$ cat config.mk
export PLATFORM = sky130hd
export DESIGN_NAME = alarm_match_unit
export DESIGN_NICKNAME = d
export VERILOG_FILES = /design/src/rtl/alm_pkg.sv /design/src/rtl/alm_regs.sv /design/src/rtl/alm_match.sv /design/src/rtl/alm_flag.sv /design/src/rtl/alarm_match_unit.sv
export SDC_FILE = /design/constraint.sdc
export NUM_CORES = 1
export LEC_CHECK = 0
export BUFFER_PORTS_ARGS = -buffer_cell sky130_fd_sc_hd__buf_2
export CORE_UTILIZATION = 51
export DETAILED_ROUTE_END_ITERATION = 7
export PLACE_DENSITY = 0.78
export SLEW_MARGIN = 20
export SYNTH_ARGS = -nofsm -noshare
export SYNTH_HDL_FRONTEND = slang
export SYNTH_SLANG_ARGS = --single-unit
export TNS_END_PERCENT = 30
$ cat constraint.sdc
create_clock -name clk_i -period 1.5 [get_ports clk_i]
set_clock_uncertainty 0.1 [all_clocks]
set_input_delay 0.3 -clock clk_i [delete_from_list [all_inputs] [get_ports clk_i]]
set_output_delay 0.3 -clock clk_i [all_outputs]
set_load 0.02 [all_outputs]
$ cat src/rtl/alm_pkg.sv
package alm_pkg;
  localparam int unsigned AW       = 4;
  localparam int unsigned N_A1     = 6;
  localparam int unsigned N_A2     = 3;
  localparam int unsigned TW       = 7;
  localparam logic [AW-1:0] ADDR_STAT = 4'd0;
  localparam logic [AW-1:0] ADDR_CTRL = 4'd1;
  localparam logic [AW-1:0] ADDR_A1   = 4'd2;
  localparam logic [AW-1:0] ADDR_A2   = ADDR_A1 + AW'(N_A1);
  localparam int unsigned STAT_AUTO = 7;
  localparam int unsigned STAT_F1   = 2;
  localparam int unsigned STAT_F2   = 1;
  localparam int unsigned CTRL_E1   = 6;
  localparam int unsigned CTRL_E2   = 5;
  localparam int unsigned FLD_EN    = 7;

  typedef logic [7:0]    abyte_t;
  typedef logic [TW-1:0] tfield_t;

  // disabled field always agrees; hour format bit sits in bit 6 of both sides
  function automatic logic field_hit(abyte_t a, tfield_t t);
    return !a[FLD_EN] || (a[6:0] == t);
  endfunction
endpackage

$ cat src/rtl/alm_regs.sv
module alm_regs
  import alm_pkg::*;
(
  input  logic                      clk_i,
  input  logic                      rst_ni,
  input  logic                      wr_i,
  input  logic [AW-1:0]             addr_i,
  input  logic [7:0]                wdata_i,
  output logic [N_A1-1:0][7:0]      a1_o,
  output logic [N_A2-1:0][7:0]      a2_o,
  output logic                      a1_en_o,
  output logic                      a2_en_o,
  output logic                      auto_o,
  output logic                      clr1_o,
  output logic                      clr2_o
);
  logic [N_A1-1:0][7:0] a1_q;
  logic [N_A2-1:0][7:0] a2_q;
  logic e1_q, e2_q, auto_q;
  logic wr_stat;

  assign wr_stat = wr_i && (addr_i == ADDR_STAT);

  always_ff @(posedge clk_i or negedge rst_ni) begin
    if (!rst_ni) begin
      a1_q   <= '0;
      a2_q   <= '0;
      e1_q   <= 1'b0;
      e2_q   <= 1'b0;
      auto_q <= 1'b0;
    end else if (wr_i) begin
      if (addr_i == ADDR_STAT) auto_q <= wdata_i[STAT_AUTO];
      if (addr_i == ADDR_CTRL) begin
        e1_q <= wdata_i[CTRL_E1];
        e2_q <= wdata_i[CTRL_E2];
      end
      for (int i = 0; i < N_A1; i++)
        if (addr_i == ADDR_A1 + AW'(i)) a1_q[i] <= wdata_i;
      for (int i = 0; i < N_A2; i++)
        if (addr_i == ADDR_A2 + AW'(i)) a2_q[i] <= wdata_i;
    end
  end

  assign a1_o    = a1_q;
  assign a2_o    = a2_q;
  assign a1_en_o = e1_q;
  assign a2_en_o = e2_q;
  assign auto_o  = auto_q;
  assign clr1_o  = wr_stat && !wdata_i[STAT_F1];
  assign clr2_o  = wr_stat && !wdata_i[STAT_F2];
endmodule

$ cat src/rtl/alm_match.sv
module alm_match
  import alm_pkg::*;
#(
  parameter int unsigned N = 6
) (
  input  logic [N-1:0][7:0]    abyte_i,
  input  logic [N-1:0][TW-1:0] tfield_i,
  input  logic                 en_i,
  input  logic                 tick_i,
  input  logic                 qual_i,
  output logic                 hit_o
);
  logic [N-1:0] fld_ok;

  for (genvar g = 0; g < N; g++) begin : g_fld
    assign fld_ok[g] = field_hit(abyte_i[g], tfield_i[g]);
  end

  assign hit_o = en_i && tick_i && qual_i && (&fld_ok);
endmodule

$ cat src/rtl/alm_flag.sv
module alm_flag (
  input  logic clk_i,
  input  logic rst_ni,
  input  logic set_i,
  input  logic clr_i,
  output logic flag_o
);
  logic flag_q;

  always_ff @(posedge clk_i or negedge rst_ni) begin
    if (!rst_ni)     flag_q <= 1'b0;
    else if (set_i)  flag_q <= 1'b1;   // set outranks any clear
    else if (clr_i)  flag_q <= 1'b0;
  end

  assign flag_o = flag_q;

  a_r3_set_on_match: assert property (@(posedge clk_i) disable iff (!rst_ni)
    set_i |=> flag_q);
  a_r11_set_beats_clear: assert property (@(posedge clk_i) disable iff (!rst_ni)
    (set_i && clr_i) |=> flag_q);
  a_r9_clear_works: assert property (@(posedge clk_i) disable iff (!rst_ni)
    (clr_i && !set_i) |=> !flag_q);
  a_r8_no_set_without_match: assert property (@(posedge clk_i) disable iff (!rst_ni)
    (!flag_q && !set_i) |=> !flag_q);
  a_r9_sticky: assert property (@(posedge clk_i) disable iff (!rst_ni)
    (flag_q && !clr_i) |=> flag_q);
endmodule

$ cat src/rtl/alarm_match_unit.sv
module alarm_match_unit
  import alm_pkg::*;
(
  input  logic          clk_i,
  input  logic          rst_ni,
  input  logic          tick_i,
  input  logic [TW-1:0] sec_i,
  input  logic [TW-1:0] min_i,
  input  logic [TW-1:0] hour_i,
  input  logic [TW-1:0] date_i,
  input  logic [TW-1:0] month_i,
  input  logic [TW-1:0] wday_i,
  input  logic          wr_i,
  input  logic [AW-1:0] addr_i,
  input  logic [7:0]    wdata_i,
  input  logic          rd_done_i,
  output logic          a1_flag_o,
  output logic          a2_flag_o
);
  logic [N_A1-1:0][7:0]   a1_b;
  logic [N_A2-1:0][7:0]   a2_b;
  logic [N_A1-1:0][TW-1:0] a1_t;
  logic [N_A2-1:0][TW-1:0] a2_t;
  logic [N_A2-1:0][7:0]   a2_b_m;
  logic a1_en, a2_en, auto_clr, wclr1, wclr2;
  logic [1:0] hit, clr, flag;

  alm_regs u_regs (
    .clk_i, .rst_ni, .wr_i, .addr_i, .wdata_i,
    .a1_o(a1_b), .a2_o(a2_b), .a1_en_o(a1_en), .a2_en_o(a2_en),
    .auto_o(auto_clr), .clr1_o(wclr1), .clr2_o(wclr2)
  );

  assign a1_t = {wday_i, month_i, date_i, hour_i, min_i, sec_i};

  // day byte: bit 6 selects day-of-week vs date, compare on [5:0]
  assign a2_t[0]   = min_i;
  assign a2_t[1]   = hour_i;
  assign a2_t[2]   = {1'b0, a2_b[2][6] ? wday_i[5:0] : date_i[5:0]};
  assign a2_b_m[0] = a2_b[0];
  assign a2_b_m[1] = a2_b[1];
  assign a2_b_m[2] = {a2_b[2][7], 1'b0, a2_b[2][5:0]};

  alm_match #(.N(N_A1)) u_m1 (
    .abyte_i(a1_b), .tfield_i(a1_t), .en_i(a1_en), .tick_i,
    .qual_i(1'b1), .hit_o(hit[0])
  );
  alm_match #(.N(N_A2)) u_m2 (
    .abyte_i(a2_b_m), .tfield_i(a2_t), .en_i(a2_en), .tick_i,
    .qual_i(sec_i == '0), .hit_o(hit[1])
  );

  assign clr[0] = wclr1 || (rd_done_i && auto_clr);
  assign clr[1] = wclr2 || (rd_done_i && auto_clr);

  for (genvar g = 0; g < 2; g++) begin : g_flag
    alm_flag u_flag (.clk_i, .rst_ni, .set_i(hit[g]), .clr_i(clr[g]), .flag_o(flag[g]));
  end

  assign a1_flag_o = flag[0];
  assign a2_flag_o = flag[1];

  a_r12_master_gate1: assert property (@(posedge clk_i) disable iff (!rst_ni)
    (!a1_en && !a1_flag_o) |=> !a1_flag_o);
  a_r12_master_gate2: assert property (@(posedge clk_i) disable iff (!rst_ni)
    (!a2_en && !a2_flag_o) |=> !a2_flag_o);
  a_r5_minute_only: assert property (@(posedge clk_i) disable iff (!rst_ni)
    (!a2_flag_o && !(tick_i && sec_i == '0)) |=> !a2_flag_o);
  a_r10_auto_off_keeps: assert property (@(posedge clk_i) disable iff (!rst_ni)
    (a1_flag_o && rd_done_i && !auto_clr && !wclr1) |=> a1_flag_o);
endmodule

==> metrics, run 1 <==
most used routing layer in global routing met2; CTS tree yes; measured slew at the worst slew-check pin 353.9 ps; most common library cells after synthesis dfrtp_1 (77), mux2_2 (66), xnor2_1 (34); required time of the worst setup path 1680 ps; highest achievable clock rate between 600 and 700 MHz; Hold Violations, Final 0; NumNets Final 426; Final TNS setup -76.48 ps; proportion of netlist area held by the largest area contributor 0.5081; y dimension of the die 88.23 um; path type of the worst setup path reg -> reg; clock tree buffer depth 2; fin area 0.004702 mm^2; critical path startpoint u_regs.a2_o[22]; post-synthesis instance area roughly 0.0038 mm^2; pin count of the biggest net entering global routing 33; number of antenna violations at the first check in global routing 0; proportion of synthesized flip-flops having asynchronous set or reset 1.000; via density per instance 5.323; Core Area 0.007214 mm^2; starting density of the core 0.5257; arrival time at the worst endpoint 1720 ps; top-count cell post-synth dfrtp_1; most instantiated flip-flop cell in the synthesis netlist dfrtp_1; synthesis-to-finish area growth 23.99%; Slew Viols, Final 0; H-tree lvl count 3; Placement Rows 31; leftover overflow at the end of global routing 0; Yosys cell types 31; power density cells 1219 mW/mm^2; total wirelength of the detailed-routed design ~8200 um; Placed Instance Area roughly 0.0044 mm^2; via count of the first global-routing pass between 2,000 and 3,000; number of top-level pins 61; diode count 0; number of clock sinks seen by CTS 77; routed vias 2,507; layout filler cell count 589; result of the run complete, but fails checks; most area-consuming cells after synthesis dfrtp_1 (51%), mux2_2 (20%), xnor2_1 (7.9%); setup violators final 2; hold path startpoint tick_i; final core utilization 0.6518; cell taking the most area after synthesis dfrtp_1; Chip Width between 80 and 90 um; grt met3 use 0.04198; worst slack at placement -207.7 ps; Post-synth EDFFs 0; failing checks negative setup slack; Min-Delay Path Class in -> reg; reported leakage power 2.106 nW; Max transition margin 0.7619; full die area 0.007785 mm^2; clock-pin slew reported for the worst setup and hold paths after clock tree synthesis 80 ps; fraction of layout cells with a size suffix above 1 0.5242; synthesized instance count 277; peak supply drop 0.5506 mV; clock tree root driver cell clkbuf_8; Post-CTS Setup Inserts 0; number of standard cells in the layout, taps in and fillers out 471; global-route wire length before repair ~14,000 um; number of warnings printed during yosys synthesis 0; post-layout power 5.731 mW; Total Routing Usage GR 0.2397; Port Buffer Count 60; sequential share of the synthesized area 0.5081; antenna viol nets, final 0; wire length per cell after detailed routing 17.47 um; Worst Hold Slack roughly 190 ps; average footprint of a synthesized cell 13.69 um^2; CTS buffer count 9; final worst-path setup slack -43.19 ps; type of origin of the critical path register; number of placed cells counting well taps between 400 and 500; MaxCap Viol Count 0; crit path time final 1543 ps; Post-DP HPWL 6059 um; Starting DRT DRC Count 79; residual DRC count 0; syn nets 336; met2 GRT Util 0.3937; router iterations before antenna repair 4; peak fanout along the critical path 6; startpoint of the lowest-slack register-to-register path u_regs.a2_o[22]; RSZ-0062 raised after global routing yes; synthesis-stage register bit count 77; Global Route met1 Usage 0.3115; routability-driven placement congestion ratio between 0.7 and 0.8; final cycle utilization of the critical path 1.029; clock latency on the worst-skew pair ~350 ps; CP Capture Type register
## registers in the layout, summed over array words and instances (netlist names)
signal                cells
u_regs.a1_o              48
u_regs.a2_o              24
g_flag.u_flag.flag_o      2
u_regs.a1_en_o            1
u_regs.a2_en_o            1
u_regs.auto_o             1
## timing repair
item | in CTS | in global routing
hold buffers | 1 | 0
resized for setup | 6 | 6
pin swaps | 5 | 0
setup endpoints to repair | 2 | 2
endpoints found under the hold margin | 19 | 0
## critical path: stages (launching register included)
cell	delay, ps
dfrtp_2	480
buf_4	180
mux2i_4	180
xnor2_1	120
o31a_1	300
o21ai_1	110
## where the power goes
part	internal [mW]	switching (mW)	leakage, nW
Clock	0.683	0.737	0.0921
Combinational	0.867	0.552	1.07
Sequential	2.56	0.334	0.946
Total	4.11	1.62	2.11
## logic make-up (layout without fill, tap and decap cells)
kind of cell | count (synthesis) | after routing | share of synthesized area
AND/OR/NAND/NOR | 35 | 35 | 0.06169
flip-flops | 77 | 77 | 0.5081
XOR/XNOR | 62 | 62 | 0.1432
AO/OA/AOI/OAI | 13 | 13 | 0.02804
multiplexers | 81 | 81 | 0.2465
buffers and inverters | 9 | 104 | 0.01254
## layer usage
metal	routed length (um)	up-vias
li1	-	1166
met1	3734	1265
met2	4009	61
met3	260	15
met4	225	0
met5	0	-
## path summary, 6_finish.rpt
check | slack (ps) | to | cells after the start
max | -40 | g_flag[1].u_flag.flag_o | 5
min | 190 | g_flag[0].u_flag.flag_o | 3
max reg2reg | -40 | g_flag[1].u_flag.flag_o | 5
min reg2reg | 410 | u_regs.a2_en_o | 1
max in group asynchronous | 540 | u_regs.a2_o[22] | 3
min in group asynchronous | 280 | u_regs.a2_o[4] | 2
## cell usage in the layout, fill, tap and decap left out, drive strengths merged, types with 2 or more instances in the layout
cell type  instances
nand4              9
o211ai             2
mux2              75
o41ai              8
mux2i              6
clkinv             3
clkbuf            12
xor2              28
buf               87
nand2b             3
nor2               6
nand3              3
nand2              4
nand3b             5
xnor2             34
dfrtp             77
## final cells by class
cell class,instances,area [um^2],area share
Clock buffer,12,155.1,0.03300
Clock inverter,4,22.52,0.004790
Tap cell,99,123.9,0.02634
Sequential cell,77,1928,0.4101
Timing Repair Buffer,88,590.6,0.1256
Multi-Input combinational cell,191,1882,0.4002
Power figures use the tool's default switching activity.
==> run 2: changes to the inputs <==
==> constraint.sdc (replaced) <==
create_clock -name clk_i -period 1.4 [get_ports clk_i]
set_clock_uncertainty 0.1 [all_clocks]
set_input_delay 0.28 -clock clk_i [delete_from_list [all_inputs] [get_ports clk_i]]
set_output_delay 0.28 -clock clk_i [all_outputs]
set_load 0.02 [all_outputs]
==> metrics, run 2 (synthesis results as in run 1) <==
Max transition margin 0.7498 (was 0.7619); peak supply drop 0.7431 mV (was 0.5506 mV); synthesis-to-finish area growth 25.60% (was 23.99%); Post-CTS Setup Inserts 0 (unchanged); highest-count cells in the layout ignoring fill and taps dfrtp_1 (76), mux2_2 (66), buf_2 (60) (was dfrtp_1 (76), mux2_2 (66), buf_2 (59)); routability-driven placement congestion ratio 0.7935 (was 0.7988); failing checks negative setup slack (unchanged); Placed Instance Area 0.004477 mm^2 (was 0.004449 mm^2); starting density of the core 0.5257 (unchanged); layout filler cell count 570 (was 589); clock latency on the worst-skew pair 350 ps (about the same); y dimension of the die 88.23 um (unchanged); Hold Violations, Final 0 (unchanged); CTS tree yes (unchanged); Clock power frac 0.285 (was 0.248); Placement Rows 31 (unchanged); NumNets Final 430 (was 426); antenna viol nets, final 0 (unchanged); fraction of power consumed by combinational cells 0.239 (was 0.247); Starting DRT DRC Count 103 (was 79); reported leakage power 2.151 nW (was 2.106 nW); power dissipated by switching net loads 1.806 mW (was 1.623 mW); leading cell type in the layout, fill and taps excluded dfrtp_1 (unchanged); fraction of layout cells with a size suffix above 1 0.5266 (was 0.5242); share of total power consumed by net switching 0.2768 (was 0.2832); required time of the worst setup path 1570 ps (was 1680 ps); CTS buffer count 9 (unchanged); number of clock sinks seen by CTS 77 (unchanged); type of origin of the critical path register (unchanged); measured slew at the worst slew-check pin 370.4 ps (was 353.9 ps); path type of the worst setup path reg -> reg (unchanged); post-layout power 6.525 mW (was 5.731 mW); Post-DP HPWL 5831 um (was 6059 um); Port Buffer Count 60 (unchanged); H-tree lvl count 3 (unchanged); final core utilization 0.6603 (was 0.6518); Worst Hold Slack 163.8 ps (was 194.4 ps); cell internal pwr 4.719 mW (was 4.108 mW); crit path time final 1572 ps (was 1543 ps); highest achievable clock rate 636.3 MHz (was 648.0 MHz); Core Area 0.007214 mm^2 (unchanged); fin area 0.004763 mm^2 (was 0.004702 mm^2); power density cells 1370 mW/mm^2 (was 1219 mW/mm^2); max reg flops 48 (unchanged); clock-pin slew reported for the worst setup and hold paths after clock tree synthesis 80 ps (about the same); RSZ-0062 raised after global routing yes (unchanged); via count of the first global-routing pass 2,652 (was 2,711); number of antenna violations at the first check in global routing 0 (unchanged); MaxCap Viol Count 0 (unchanged); final cycle utilization of the critical path 1.123 (was 1.029); arrival time at the worst endpoint 1740 ps (was 1720 ps); full die area 0.007785 mm^2 (unchanged); peak fanout along the critical path 7 (was 6); final worst-path setup slack -171.5 ps (was -43.19 ps); via density per instance 5.164 (was 5.323); number of top-level pins 61 (unchanged); Chip Width 88.23 um (unchanged); CP Capture Type register (unchanged); Slew Viols, Final 0 (unchanged); leftover overflow at the end of global routing 0 (unchanged); global-route wire length before repair 13,450 um (was 13,500 um); residual DRC count 0 (unchanged); routed vias 2,453 (was 2,507); setup violators final 2 (unchanged); router iterations before antenna repair 4 (unchanged); Min-Delay Path Class in -> reg (unchanged); Total Routing Usage GR 0.2362 (was 0.2397); diode count 0 (unchanged); clock tree root driver cell clkbuf_8 (unchanged); total wirelength of the detailed-routed design 8201 um (was 8230 um); result of the run complete, but fails checks (unchanged); clock tree buffer depth 2 (unchanged); pin count of the biggest net entering global routing 39 (was 33); wire length per cell after detailed routing 17.27 um (was 17.47 um); power share of the sequential group 0.476 (was 0.505)
run 2: per-stage QoR:
stage	worst slack, ps	instances	TNS, ps
global route	-263.3	475	-518.8
detailed placement	-306.9	458	-11450
CTS	-177.4	475	-350.9
global placement	-255.3	458	-11250
floorplan	-34.71	277	-455.3
finish	-171.5	475	-334.9
run 2: layout make-up:
class / count / area, um^2 / area share
Timing Repair Buffer: 92 / 618.1 / 0.1298
Sequential cell: 77 / 1928 / 0.4048
Clock inverter: 7 / 100.1 / 0.02101
Multi-Input combinational cell: 191 / 1869 / 0.3924
Tap cell: 99 / 123.9 / 0.02600
Clock buffer: 9 / 123.9 / 0.02600
run 2: critical path, cell delays in order (launching register included):
cell	delay [ps]
dfrtp_2	470
mux2i_2	260
xor2_1	170
nand4_1	110
o31a_1	270
o21ai_1	110
run 2: path summary, 6_finish.rpt:
| check | startpoint | end | slack, ps | cells past startpoint |
|---|---|---|---|---|
| worst min register to register | u_regs.a1_o[7] | u_regs.a1_o[7] | 410 | 1 |
| max in group asynchronous | rst_ni | u_regs.a2_o[22] | 480 | 3 |
| worst max register to register | u_regs.a2_o[22] | g_flag[1].u_flag.flag_o | -170 | 5 |
| min in group asynchronous | rst_ni | u_regs.a1_o[32] | 230 | 2 |
| worst min-delay path | sec_i[3] | g_flag[1].u_flag.flag_o | 160 | 4 |
| worst max-delay path | u_regs.a2_o[22] | g_flag[1].u_flag.flag_o | -170 | 5 |
run 2: what timing repair did:
item,CTS,global route
endpoints found under the hold margin,77,0
endpoints found under the setup margin,2,2
gates resized for setup,6,3
pin swaps,2,0
hold buffers,1,0
run 2: power groups by stage:
stage | sequential, mW | combinational [mW] | clock, mW
floorplan | 3.05 | 1.04 | 0
global placement | 3.11 | 1.47 | 0
detailed placement | 3.14 | 1.51 | 0
CTS | 3.11 | 1.57 | 1.89
global route | 3.17 | 1.70 | 2.00
finish | 3.11 | 1.56 | 1.86
run 2: per-layer routing:
layer | up-vias | track usage | share of wire
met3 | 7 | 0.04851 | 0.026
met1 | 1233 | 0.3053 | 0.46
met2 | 39 | 0.4070 | 0.50
met4 | 0 | 0.06158 | 0.010
li1 | 1174 | - | -
met5 | - | 0 | 0
==> run 3: changes to the inputs <==
--- a/config.mk
+++ b/config.mk
@@ -6,6 +6,7 @@
 export NUM_CORES = 1
 export LEC_CHECK = 0
 export BUFFER_PORTS_ARGS = -buffer_cell sky130_fd_sc_hd__buf_2
+export CORE_ASPECT_RATIO = 0.75
 export CORE_UTILIZATION = 51
 export DETAILED_ROUTE_END_ITERATION = 7
 export PLACE_DENSITY = 0.78
==> metrics, run 3 (synthesis results as in run 1) <==
Clock power frac 0.309 (was 0.285); Max transition margin 0.7461 (was 0.7498); final cycle utilization of the critical path 1.160 (was 1.123); residual DRC count 0 (unchanged); Placement Rows 26 (was 31); WHS Path Cells 3 (was 4); reported leakage power 2.203 nW (was 2.151 nW); global-route wire length before repair 13,810 um (was 13,450 um); clock-pin slew reported for the worst setup and hold paths after clock tree synthesis 70 ps (was 80 ps); number of clock sinks seen by CTS 77 (unchanged); wire length per cell after detailed routing 17.45 um (was 17.27 um); MaxCap Viol Count 0 (unchanged); via count of the first global-routing pass 2,742 (was 2,652); path type of the worst setup path reg -> reg (unchanged); worst slack at placement -346.1 ps (was -306.9 ps); H-tree lvl count 3 (unchanged); y dimension of the die 76.68 um (was 88.23 um); setup violators final 2 (unchanged); crit path time final 1623 ps (was 1572 ps); number of standard cells in the layout, taps in and fillers out 479 (was 475); CTS buffer count 9 (unchanged); Total Routing Usage GR 0.2411 (was 0.2362); total wirelength of the detailed-routed design 8358 um (was 8201 um); result of the run complete, but fails checks (unchanged); number of placed cells counting well taps 462 (was 458); antenna viol nets, final 0 (unchanged); Final TNS setup -445.2 ps (was -334.9 ps); power dissipated by switching net loads 1.754 mW (was 1.806 mW); clock tree root driver cell clkbuf_8 (unchanged); measured slew at the worst slew-check pin 380.9 ps (was 370.4 ps); setup slack on the worst flop-to-flop path -220 ps (was -170 ps); endpoint of the lowest-slack register-to-register path g_flag[1].u_flag.flag_o (unchanged); routed vias 2,495 (was 2,453); power density cells 1397 mW/mm^2 (was 1370 mW/mm^2); max reg flops 48 (unchanged); peak fanout along the critical path 7 (unchanged); highest-count cells in the layout ignoring fill and taps dfrtp_1 (76), mux2_2 (66), buf_2 (60) (unchanged); diode count 0 (unchanged); FF-to-FF path depth 5 (unchanged); arrival time at the worst endpoint 1790 ps (was 1740 ps); clock latency on the worst-skew pair 350 ps (about the same); failing checks negative setup slack (unchanged); Port Buffer Count 60 (unchanged); share of total power consumed by net switching 0.2579 (was 0.2768); Post-DP HPWL 6051 um (was 5831 um); hold path startpoint tick_i (was sec_i[3]); via density per instance 5.209 (was 5.164); Hold Violations, Final 0 (unchanged); final worst-path setup slack -223.3 ps (was -171.5 ps); Worst Hold Slack 137.6 ps (was 163.8 ps); Post-CTS Setup Inserts 0 (unchanged); Chip Width 101.6 um (was 88.23 um); worst-case hold path end point g_flag[0].u_flag.flag_o (was g_flag[1].u_flag.flag_o); fraction of layout cells with a size suffix above 1 0.5328 (was 0.5266); startpoint of the lowest-slack register-to-register path u_regs.a2_o[22] (unchanged); router iterations before antenna repair 4 (unchanged); post-layout power 6.798 mW (was 6.525 mW); final core utilization 0.6959 (was 0.6603); Core Area 0.006994 mm^2 (was 0.007214 mm^2); pin count of the biggest net entering global routing 22 (was 39); fraction of power consumed by combinational cells 0.233 (was 0.239); routability-driven placement congestion ratio 0.8027 (was 0.7935); CP Capture Type register (unchanged); type of origin of the critical path register (unchanged); Placed Instance Area 0.004538 mm^2 (was 0.004477 mm^2); NumNets Final 435 (was 430); full die area 0.007788 mm^2 (was 0.007785 mm^2); power share of the sequential group 0.457 (was 0.476); number of antenna violations at the first check in global routing 0 (unchanged); leading cell type in the layout, fill and taps excluded dfrtp_1 (unchanged); synthesis-to-finish area growth 28.34% (was 25.60%); clock tree buffer depth 2 (unchanged); Starting DRT DRC Count 80 (was 103); Min-Delay Path Class in -> reg (unchanged); starting density of the core 0.5422 (was 0.5257); highest achievable clock rate 616.0 MHz (was 636.3 MHz); cell internal pwr 5.045 mW (was 4.719 mW); CTS tree yes (unchanged); leftover overflow at the end of global routing 0 (unchanged); peak supply drop 0.8460 mV (was 0.7431 mV); required time of the worst setup path 1570 ps (about the same); Slew Viols, Final 0 (unchanged); number of top-level pins 61 (unchanged); fin area 0.004867 mm^2 (was 0.004763 mm^2); RSZ-0062 raised after global routing yes (unchanged)
-- run 3: changes by cell type in the layout (fill, tap and decap cells not counted), moves of 2 or more --
cell / delta
clkinv_4: -4
buf_4: +3
clkbuf_8: +3
buf_12: +2
-- run 3: layer usage --
| layer | global-route usage | vias up | wire, um |
|---|---|---|---|
| li1 | - | 1188 | - |
| met2 | 0.3831 | 62 | 3968 |
| met5 | 0 | - | 0 |
| met1 | 0.3303 | 1235 | 3984 |
| met3 | 0.06655 | 10 | 292 |
| met4 | 0.04928 | 0 | 112 |
-- run 3: critical path, stage by stage (launching register included) --
cell and delay (ps):
dfrtp_2 480, mux2i_2 260, xor2_1 190, nand4_1 120, o31a_1 280, o21ai_1 120
-- run 3: worst max-delay path by stage --
stage / endpoint / cells after the start / from / slack [ps]
final: g_flag[1].u_flag.flag_o / 5 / u_regs.a2_o[22] / -220
after global routing: g_flag[1].u_flag.flag_o / 5 / u_regs.a2_o[22] / -300
after CTS: g_flag[0].u_flag.flag_o / 5 / u_regs.a1_o[20] / -220
after detailed placement: g_flag[0].u_flag.flag_o / 6 / hour_i[4] / -350
after global placement: g_flag[1].u_flag.flag_o / 5 / u_regs.a2_o[22] / -280
after floorplan: u_regs.a1_o[11] / 4 / addr_i[3] / -30
-- run 3: area by class of cell --
cell class | instances | area [um^2]
clock buffers | 13 | 168.9
clock inverters | 3 | 90.09
fillers | 529 | 2127
multi-input cells | 191 | 1877
flip-flops and latches | 77 | 1928
well taps | 98 | 122.6
repair buffers | 97 | 680.7
-- run 3: repair_timing --
action / 4_1_cts / 5_1_grt
hold buffers: 1 / 0
endpoints found under the hold margin: 8 / 0
pin swaps: 1 / 0
gates resized for setup: 4 / 6
setup endpoints to repair: 2 / 2
-- run 3: power groups by stage --
stage / Sequential (mW) / Combinational, mW / Clock (mW)
2_1_floorplan: 3.05 / 1.04 / 0
3_3_place_gp: 3.11 / 1.48 / 0
3_5_place_dp: 3.14 / 1.52 / 0
4_1_cts: 3.10 / 1.56 / 2.15
5_1_grt: 3.17 / 1.74 / 2.25
6_report: 3.11 / 1.59 / 2.10
